--- src/rtl/npc_pkg.sv ---
package npc_pkg;
   localparam int INSTR_W  = 32;
   localparam int OPC_W    = 6;
   localparam int FN_W     = 6;
   localparam int RIDX_W   = 5;
   localparam int OFFS_W   = 16;
   localparam int JIDX_W   = 26;

   localparam logic [OPC_W-1:0] OPC_SPECIAL = 6'd0;
   localparam logic [OPC_W-1:0] OPC_JUMP    = 6'd2;
   localparam logic [OPC_W-1:0] OPC_JLINK   = 6'd3;
   localparam logic [OPC_W-1:0] OPC_BREQ    = 6'd4;
   localparam logic [OPC_W-1:0] OPC_BRNE    = 6'd5;
   localparam logic [FN_W-1:0]  FN_RJUMP    = 6'd8;
   localparam logic [FN_W-1:0]  FN_RJLINK   = 6'd9;

   typedef enum logic [2:0] {
      FLOW_SEQ,
      FLOW_BREQ,
      FLOW_BRNE,
      FLOW_JUMP,
      FLOW_JLINK,
      FLOW_RJUMP,
      FLOW_RJLINK
   } flow_e;

   typedef struct packed {
      flow_e              flow;
      logic [OFFS_W-1:0]  offs;
      logic [JIDX_W-1:0]  jidx;
      logic [RIDX_W-1:0]  rd;
   } dec_t;
endpackage

--- src/rtl/npc_decode.sv ---
module npc_decode
   import npc_pkg::*;
(
   input  logic [INSTR_W-1:0] instr,
   output dec_t               dec
);
   logic [OPC_W-1:0] opc;
   logic [FN_W-1:0]  fn;

   assign opc = instr[INSTR_W-1 -: OPC_W];
   assign fn  = instr[FN_W-1:0];

   always_comb begin
      dec.offs = instr[OFFS_W-1:0];
      dec.jidx = instr[JIDX_W-1:0];
      dec.rd   = instr[15:11];
      unique case (opc)
         OPC_BREQ:  dec.flow = FLOW_BREQ;
         OPC_BRNE:  dec.flow = FLOW_BRNE;
         OPC_JUMP:  dec.flow = FLOW_JUMP;
         OPC_JLINK: dec.flow = FLOW_JLINK;
         OPC_SPECIAL: begin
            if (fn == FN_RJUMP)       dec.flow = FLOW_RJUMP;
            else if (fn == FN_RJLINK) dec.flow = FLOW_RJLINK;
            else                      dec.flow = FLOW_SEQ;
         end
         default:   dec.flow = FLOW_SEQ;
      endcase
   end
endmodule

--- src/rtl/npc_target.sv ---
module npc_target
   import npc_pkg::*;
#(
   parameter int ADDR_W   = 32,
   parameter int LINK_IDX = 31
) (
   input  logic [ADDR_W-1:0] pc,
   input  dec_t              dec,
   input  logic [ADDR_W-1:0] rs_val,
   input  logic [ADDR_W-1:0] rt_val,
   output logic [ADDR_W-1:0] next_pc,
   output logic              link_we,
   output logic [RIDX_W-1:0] link_idx,
   output logic [ADDR_W-1:0] link_val,
   output logic              reg_jump
);
   localparam int SEXT_W = ADDR_W - OFFS_W - 2;
   localparam int REG_W  = ADDR_W - JIDX_W - 2;

   logic [ADDR_W-1:0] seq_pc;
   logic [ADDR_W-1:0] br_pc;
   logic [ADDR_W-1:0] jmp_pc;
   logic              same;

   assign seq_pc = pc + ADDR_W'(4);
   assign br_pc  = seq_pc + {{SEXT_W{dec.offs[OFFS_W-1]}}, dec.offs, 2'b00};
   assign jmp_pc = {pc[ADDR_W-1 -: REG_W], dec.jidx, 2'b00};
   assign same   = (rs_val == rt_val);

   always_comb begin
      next_pc  = seq_pc;
      link_we  = 1'b0;
      link_idx = '0;
      reg_jump = 1'b0;
      unique case (dec.flow)
         FLOW_BREQ:   if (same)  next_pc = br_pc;
         FLOW_BRNE:   if (!same) next_pc = br_pc;
         FLOW_JUMP:   next_pc = jmp_pc;
         FLOW_JLINK: begin
            next_pc  = jmp_pc;
            link_we  = 1'b1;
            link_idx = RIDX_W'(LINK_IDX);
         end
         FLOW_RJUMP: begin
            next_pc  = rs_val;
            reg_jump = 1'b1;
         end
         FLOW_RJLINK: begin
            next_pc  = rs_val;
            reg_jump = 1'b1;
            link_we  = 1'b1;
            link_idx = dec.rd;
         end
         default: next_pc = seq_pc;
      endcase
   end

   assign link_val = seq_pc;
endmodule

--- src/rtl/npc_pc_reg.sv ---
module npc_pc_reg #(
   parameter int              ADDR_W    = 32,
   parameter logic [ADDR_W-1:0] RESET_VEC = '0
) (
   input  logic              clk,
   input  logic              rst_n,
   input  logic              step,
   input  logic [ADDR_W-1:0] next_pc,
   output logic [ADDR_W-1:0] pc
);
   always_ff @(posedge clk or negedge rst_n) begin
      if (!rst_n)    pc <= RESET_VEC;
      else if (step) pc <= next_pc;
   end
endmodule

--- src/rtl/next_pc_unit.sv ---
module next_pc_unit
   import npc_pkg::*;
#(
   parameter int                ADDR_W      = 32,
   parameter logic [ADDR_W-1:0] RESET_VEC   = 32'h0040_0000,
   parameter int                LINK_IDX    = 31,
   parameter bit                CHECK_ALIGN = 1'b1
) (
   input  logic              clk,
   input  logic              rst_n,
   input  logic              step,
   input  logic [31:0]       instr,
   input  logic [ADDR_W-1:0] rs_val,
   input  logic [ADDR_W-1:0] rt_val,
   output logic [ADDR_W-1:0] pc,
   output logic [ADDR_W-1:0] next_pc,
   output logic              link_we,
   output logic [4:0]        link_idx,
   output logic [ADDR_W-1:0] link_val,
   output logic              misalign
);
   if (ADDR_W <= JIDX_W + 2) begin : g_bad_width
      $error("ADDR_W must exceed the jump field plus two bits");
   end
   if (LINK_IDX < 0 || LINK_IDX >= (1 << RIDX_W)) begin : g_bad_link
      $error("LINK_IDX must name an existing register");
   end
   if (RESET_VEC[1:0] != 2'b00) begin : g_bad_vec
      $error("RESET_VEC must be word aligned");
   end

   dec_t dec;
   logic reg_jump;

   npc_decode u_dec (
      .instr (instr),
      .dec   (dec)
   );

   npc_target #(
      .ADDR_W   (ADDR_W),
      .LINK_IDX (LINK_IDX)
   ) u_tgt (
      .pc       (pc),
      .dec      (dec),
      .rs_val   (rs_val),
      .rt_val   (rt_val),
      .next_pc  (next_pc),
      .link_we  (link_we),
      .link_idx (link_idx),
      .link_val (link_val),
      .reg_jump (reg_jump)
   );

   npc_pc_reg #(
      .ADDR_W    (ADDR_W),
      .RESET_VEC (RESET_VEC)
   ) u_pc (
      .clk     (clk),
      .rst_n   (rst_n),
      .step    (step),
      .next_pc (next_pc),
      .pc      (pc)
   );

   if (CHECK_ALIGN) begin : g_align
      assign misalign = reg_jump & (|rs_val[1:0]);
   end else begin : g_no_align
      assign misalign = 1'b0;
   end


   hold_when_idle_chk: assert property (@(posedge clk) disable iff (!rst_n)
      !step |=> pc == $past(pc));


   load_on_step_chk: assert property (@(posedge clk) disable iff (!rst_n)
      step |=> pc == $past(next_pc));


   link_value_chk: assert property (@(posedge clk) disable iff (!rst_n)
      link_we |-> link_val == pc + ADDR_W'(4));


   misalign_target_chk: assert property (@(posedge clk) disable iff (!rst_n)
      misalign |-> (next_pc[1:0] != 2'b00 && next_pc == rs_val));


   reg_link_dest_chk: assert property (@(posedge clk) disable iff (!rst_n)
      (instr[31:26] == 6'd0 && instr[5:0] == 6'd9) |-> (link_we && link_idx == instr[15:11]));
endmodule

--- config.mk ---
export PLATFORM = sky130hd
export DESIGN_NAME = next_pc_unit
export DESIGN_NICKNAME = d
export VERILOG_FILES = /design/src/rtl/npc_pkg.sv /design/src/rtl/npc_decode.sv /design/src/rtl/npc_target.sv /design/src/rtl/npc_pc_reg.sv /design/src/rtl/next_pc_unit.sv
export SDC_FILE = /design/constraint.sdc
export NUM_CORES = 1
export LEC_CHECK = 0
export ABC_AREA = 0
export CAP_MARGIN = 20
export CELL_PAD_IN_SITES_DETAIL_PLACEMENT = 1
export CELL_PAD_IN_SITES_GLOBAL_PLACEMENT = 1
export CORE_MARGIN = 2
export CORE_UTILIZATION = 47
export CTS_BUF_LIST = sky130_fd_sc_hd__clkbuf_2 sky130_fd_sc_hd__clkbuf_4 sky130_fd_sc_hd__clkbuf_8
export CTS_CLUSTER_SIZE = 28
export DETAILED_ROUTE_END_ITERATION = 10
export DONT_BUFFER_PORTS = 1
export PLACE_DENSITY = 0.88
export SYNTH_ARGS = -nofsm -noshare
export SYNTH_HDL_FRONTEND = slang
export SYNTH_SLANG_ARGS = --single-unit
--- constraint.sdc ---
create_clock -name clk -period 4.53 [get_ports clk]
set_input_delay 0.906 -clock clk [delete_from_list [all_inputs] [get_ports clk]]
set_output_delay 0.906 -clock clk [all_outputs]
set_load 0.01 [all_outputs]
==> results.md, run 1 <==
* Die area at between 10000 and 15000 um^2
* Crit path launch type: flop
* Fin crit share at 1.05
* Largest area contributor in the netlist: dfrtp_1
* GRT Total Usage at 0.402
* Synthesized area at 4630 um^2
* FF-to-FF path depth at 14
* Static Leakage at between 2 and 3 nW
* CTS Buf Count at 5
* First-pass GRT wire length at 32.1 mm
* I/O pin cnt at 202
* Number of flops mapped to enable cells by yosys at 0
* Post-Route Utilization at 0.634
* Mapped Nets at 727
* Synth Register Bits at 32
* RSZ-0062 raised after global routing: yes
* Kind of critical path: flop to output pin
* Crit path capture type: output pin
* Final worst slack at -0.242 ns
* Dpl ws at -0.00143 ns
* Biggest register: u_pc.pc
* Top post-synthesis cells by area: dfrtp_1 (17%), ha_1 (9.4%), xor2_1 (9.4%), xnor2_1 (6.4%), nand2_1 (4.8%)
* Core area at 9680 um^2
* Skew final at 0.00605 ns
* Avg Inst Size Synth at 7.83 um^2
* Max VDD drop at 0.000446 V
* Final #Nets at 799
* Final setup viols at 14
* Clock Path Buffers at 2
* Worst skew pair latency at 0.31 ns
* Share of layout cells above drive strength 1 at 0.337
* Pwr Total at 3.71 mW
* Final HPWL DP at between 15 and 20 mm
* Worst rel slew slack at 0.586
* Die Wd at 103 um
* Die H at between 100 and 150 um
* Final min period at between 4 and 5 ns
* P&R area growth vs syn at 32.5%
* H-tree levels at 2
* # diodes at 0
* FFs w/ async S/R, synth at 1.00
* Clock slew at reported path FFs at 0.08 ns
* Pin count of the biggest net entering global routing at 46
* Biggest regs: u_pc.pc: 32 flops
* CTS tree: done
* Via count at between 5000 and 6000
* Peak Freq at 210 MHz
* Crit path DAT at about 3.9 ns
* Most frequent cell after synthesis: nand2_1
* Main flop type after synthesis: dfrtp_1
* Clk sinks at 32
* Root Buffer: clkbuf_8
* Slew Limit Fails at 0
* DRC viols at 0
* Initial core utilization at 0.479
* Cells after synthesis at 592
* WL per Instance at 32.4 um
* Synth warn at 0
* R2R Setup Slk at 0.70 ns
* Vias in the first global route at 5758
* Register area share after synthesis at 0.173
* Synth cell types at 60
* WL final at 25.9 mm
* Initial antenna violation count at 0
* ANT nets after route at 0
* CP max FO at 6
* Hold Crit Class: input pin to async pin
* Largest register FFs at 32
* Synth top area share at 0.167
* Failing checks: negative setup slack
* Setup TNS at -1.62 ns
* Pwr Density at roughly 600 nW/um^2
* GRT overflow at 0
* Port Buffers at 0
* DR vias/cell at 7.45
* Pre-Repair DR Iteration Count at 5
* Status: complete, but fails checks
* Starting DRT DRC Count at between 400 and 500
* # rows at 36
* WP data required at 3.62 ns
* Max-cap violation count at 0
* Worst Tran Pin Value at 0.616 ns
* Commonest cells in the netlist: nand2_1 (59), xor2_1 (50), nor2_1 (42), a21oi_1 (40), ha_1 (35)
* Final hold vios at 0
* Placer Congestion at 0.971
## cell type report
| type | instances | area [um^2] |
|---|---|---|
| Timing Repair Buffer | 94 | 721 |
| Tap cell | 133 | 166 |
| Clock buffer | 6 | 76.3 |
| Sequential cell | 32 | 811 |
| Clock inverter | 2 | 35.0 |
| Fill cell | 1149 | 3540 |
| Multi-Input combinational cell | 519 | 4290 |
| Inverter | 12 | 45.0 |
## cell families after synthesis
family / after synthesis / synth area share
DFF: 32 / 0.173
AOI/OAI and AO/OA: 182 / 0.270
adders and majority gates: 36 / 0.0988
muxes: 17 / 0.0413
xor gates and xnor gates: 85 / 0.162
and+or+nand+nor: 199 / 0.215
buffers and inverters: 41 / 0.0389
## stage by stage
| step | std cells | hold WS (ns) | cell area, um^2 |
|---|---|---|---|
| final | 798 | 0.277 | 6140 |
| after global routing | 798 | 0.285 | 6140 |
| after CTS | 772 | 0.297 | 5470 |
| after detailed placement | 753 | 0.611 | 5100 |
| after global placement | 753 | 0.611 | 5100 |
| after floorplan | 592 | 0.591 | 4630 |
## metal layers
metal	up-vias	GRT usage	routed length (um)
met2	506	0.686	12500
li1	2354	-	-
met5	-	0	0
met4	0	0.267	2140
met1	2882	0.429	8560
met3	200	0.122	2690
## final timing paths
check | start | endpoint
min in group clk | u_pc.pc[15] | u_pc.pc[15]
max | u_pc.pc[4] | next_pc[30]
max in group asynchronous | rst_n | u_pc.pc[22]
min | rst_n | u_pc.pc[4]
min reg2reg | u_pc.pc[15] | u_pc.pc[15]
max reg2reg | u_pc.pc[5] | u_pc.pc[24]
## worst max-delay path, cell delays in order, from the launching register on
cell and delay (ns):
dfrtp_1 0.46, nand4_1 0.20, nor4_4 0.30, buf_4 0.19, buf_6 0.13, nand3_1 0.12
xnor2_2 0.26, ha_4 0.24, a21o_1 0.21, a21oi_4 0.21, o21ai_1 0.13, a31oi_2 0.24
o211ai_1 0.13, o211ai_1 0.15, xor2_1 0.29, o21ai_1 0.11, buf_4 0.16
## where the power goes
group | switching, mW | leakage, nW | total [mW] | internal [mW]
sequential | 0.182 | 0.374 | 0.570 | 0.388
combinational | 1.68 | 2.13 | 2.83 | 1.15
clock | 0.141 | 0.0586 | 0.310 | 0.170
total | 2.00 | 2.56 | 3.71 | 1.71
## repair_timing
action / 4_1_cts / 5_1_grt
buffers inserted: 11 / 27
hold buffers: 0 / 0
setup endpoints to repair: 13 / 17
gates resized for setup: 46 / 94
pin swaps: 18 / 49
## cells in the final DEF, fill, tap and decap left out, types with 15 or more instances in the layout
cell / instances
mux2_2: 17
nand3_1: 18
xnor2_1: 21
buf_4: 90
nand4_1: 21
xor2_1: 47
ha_1: 17
nand2_1: 56
a22o_1: 24
a21o_1: 15
dfrtp_1: 24
nor2_1: 36
o21ai_0: 19
a21oi_1: 29
No activity file was read; power rests on OpenSTA's default activity.
==> run 2: changes to the inputs <==
- CORE_UTILIZATION: 47 -> 31
- DONT_BUFFER_PORTS: 1 -> default
- PLACE_DENSITY: 0.88 -> 0.89
- SETUP_SLACK_MARGIN: default -> 0.2
==> run 2 against run 1 <==
Clock skew up 0.00089 ns. The flow still finishes with violations (negative setup slack). Largest power group unchanged. Via count grew 46%. Highest routed layer is now met5. Critical path depth unchanged. Cell count is 57% higher. Largest cell class unchanged. Sequential share of layout area is 5.5 points lower.
==> results.md, run 2 (synthesis results as in run 1) <==
* Status: complete, but fails checks
* Failing checks: negative setup slack
* Met3 GRT Util at 0.129
* WL final at between 40 and 50 mm
* Share of layout cells above drive strength 1 at 0.542
* DP Cell Count at 1153
* First-pass GRT wire length at 55.7 mm
* WL per Instance at 36.0 um
* Routing usage on met1 at 0.451
* Static Leakage at 4.78 nW
* Worst rel slew slack at 0.473
* Core area at 14600 um^2
* GRT overflow at 0
* Post-DP Area at 8310 um^2
* Reg area at 802 um^2
* Root Buffer: clkbuf_8
* Kind of critical path: flop to output pin
* Final #Nets at 1201
* P&R area growth vs syn at 125%
* Largest register FFs at 32
* Design area at 10400 um^2
* RSZ-0062 raised after global routing: yes
* DR vias/cell at between 6 and 7
* H-tree levels at 2
* Port Buffers at 201
* CP max FO at 4
* I/O pin cnt at 202
* Final min period at ~5.5 ns
* Final HPWL DP at roughly 23 mm
* Max VDD drop at 0.000422 V
* Crit path DAT at 4.60 ns
* Area of the multi-input gates at between 5000 and 6000 um^2
* Placer Congestion at 0.922
* Commonest non-fill, non-tap cells in the layout: buf_4 (262), clkdlybuf4s50_1 (95), nand2_1 (48)
* Max-cap violation count at 0
* Biggest register: u_pc.pc
* Final setup viols at 18
* Final hold vios at 0
* Commonest non-fill, non-tap cell in the layout: buf_4
* Clock slew at reported path FFs at 0.09 ns
* Initial antenna violation count at 3
* Pre-Repair DR Iteration Count at 7
* Pwr Density at 601 nW/um^2
* Gr busiest metal: met2
* # fillers at 1601
* Post-route insts no fill at 1252
* Fin crit share at 1.22
* Crit path launch type: flop
* # rows at 44
* Biggest regs: u_pc.pc: 32 flops
* Skew final at 0.00694 ns
* Vias in the first global route at 8965
* DRC viols at 0
* Final worst slack at -0.975 ns
* Peak Freq at 182 MHz
* Starting DRT DRC Count at 1017
* CTS Hold Buffers Added at 0
* Slew Limit Fails at 0
* Die Wd at 126 um
* Worst Tran Pin Value at 0.791 ns
* Die area at 15900 um^2
* CTS Buf Count at 5
* Pin count of the biggest net entering global routing at 39
* Via count at 8648
* Crit path capture type: output pin
* Die H at between 100 and 150 um
* CTS tree: done
* Clk sinks at 32
* Clock Path Buffers at 2
* GRT Total Usage at 0.464
* Grt met2 use at 0.787
* WP data required at 3.62 ns
* Worst skew pair latency at about 0.34 ns
* Initial core utilization at 0.318
* Hold Crit Class: flop to flop
* ANT nets after route at 0
run 2: cell types whose count changed in the layout (fill, tap and decap cells not counted), sizes merged:
| cell | delta |
|---|---|
| clkbuf | +38 |
| dlymetal6s2s | +19 |
| buf | +225 |
| clkdlybuf4s15 | +12 |
| dlygate4sd2 | +13 |
| clkdlybuf4s50 | +95 |
| bufinv | -1 |
| clkinv | +1 |
| diode | +1 |
run 2: per-stage QoR:
stage / setup WS (ns) / util / power (mW) / hold slack (ns) / TNS (ns)
3_5_place_dp: -0.621 / 0.569 / 3.95 / 0.577 / -10.03
3_3_place_gp: -0.481 / 0.569 / 3.75 / 0.563 / -8.01
5_1_grt: -0.878 / 0.715 / 6.34 / 0.656 / -8.28
6_report: -0.975 / 0.715 / 6.26 / 0.641 / -8.43
2_1_floorplan: 0.205 / - / 1.94 / 0.591 / 0
4_1_cts: -0.184 / 0.650 / 4.90 / 0.609 / -1.05
run 2: worst paths after layout:
| path | startpoint | end | slack (ns) | cells after the start |
|---|---|---|---|---|
| max | u_pc.pc[3] | next_pc[31] | -0.97 | 16 |
| min | u_pc.pc[1] | u_pc.pc[1] | 0.64 | 1 |
| max reg2reg | u_pc.pc[3] | u_pc.pc[24] | -0.35 | 28 |
| min reg2reg | u_pc.pc[1] | u_pc.pc[1] | 0.64 | 1 |
| max in group asynchronous | rst_n | u_pc.pc[6] | 3.13 | 2 |
| min in group asynchronous | rst_n | u_pc.pc[31] | 0.99 | 2 |
run 2: power breakdown:
| part | internal (mW) | switching, mW | leakage [nW] | total (mW) |
|---|---|---|---|---|
| logic | 2.63 | 2.82 | 4.35 | 5.45 |
| registers | 0.383 | 0.141 | 0.381 | 0.525 |
| clock network | 0.122 | 0.164 | 0.0510 | 0.286 |
| total | 3.14 | 3.13 | 4.78 | 6.26 |
run 2: area by class of cell:
class	count	share of cell area
antenna	1	0.000240
clock buffer	6	0.00792
clock inverter	2	0.000960
inverter	12	0.00432
multi-input combinational	519	0.492
sequential	32	0.0769
tap	184	0.0221
timing repair buffer	496	0.396
run 2: worst max-delay path, cell delays in order, from the launching register on:
cell,delay (ns)
dfrtp_1,0.43
ha_2,0.21
nand4_1,0.12
buf_6,0.18
nor4_4,0.28
nand3_2,0.15
xnor2_2,0.25
ha_4,0.27
a21oi_1,0.52
o21ai_1,0.30
o31ai_4,0.36
nand2_2,0.14
buf_6,0.15
nor2_1,0.39
o211ai_1,0.20
nand3_1,0.12
buf_2,0.17
run 2: what timing repair did:
| action | in CTS | in global routing |
|---|---|---|
| pin swaps | 94 | 79 |
| setup buffers | 61 | 29 |
| gates resized for setup | 293 | 268 |
| setup endpoints to repair | 30 | 40 |
run 2: routing by layer:
layer,part of all wire,vias up
met5,0.00062,-
met4,0.14,4
met3,0.11,488
met2,0.44,971
met1,0.31,4050
li1,-,3135
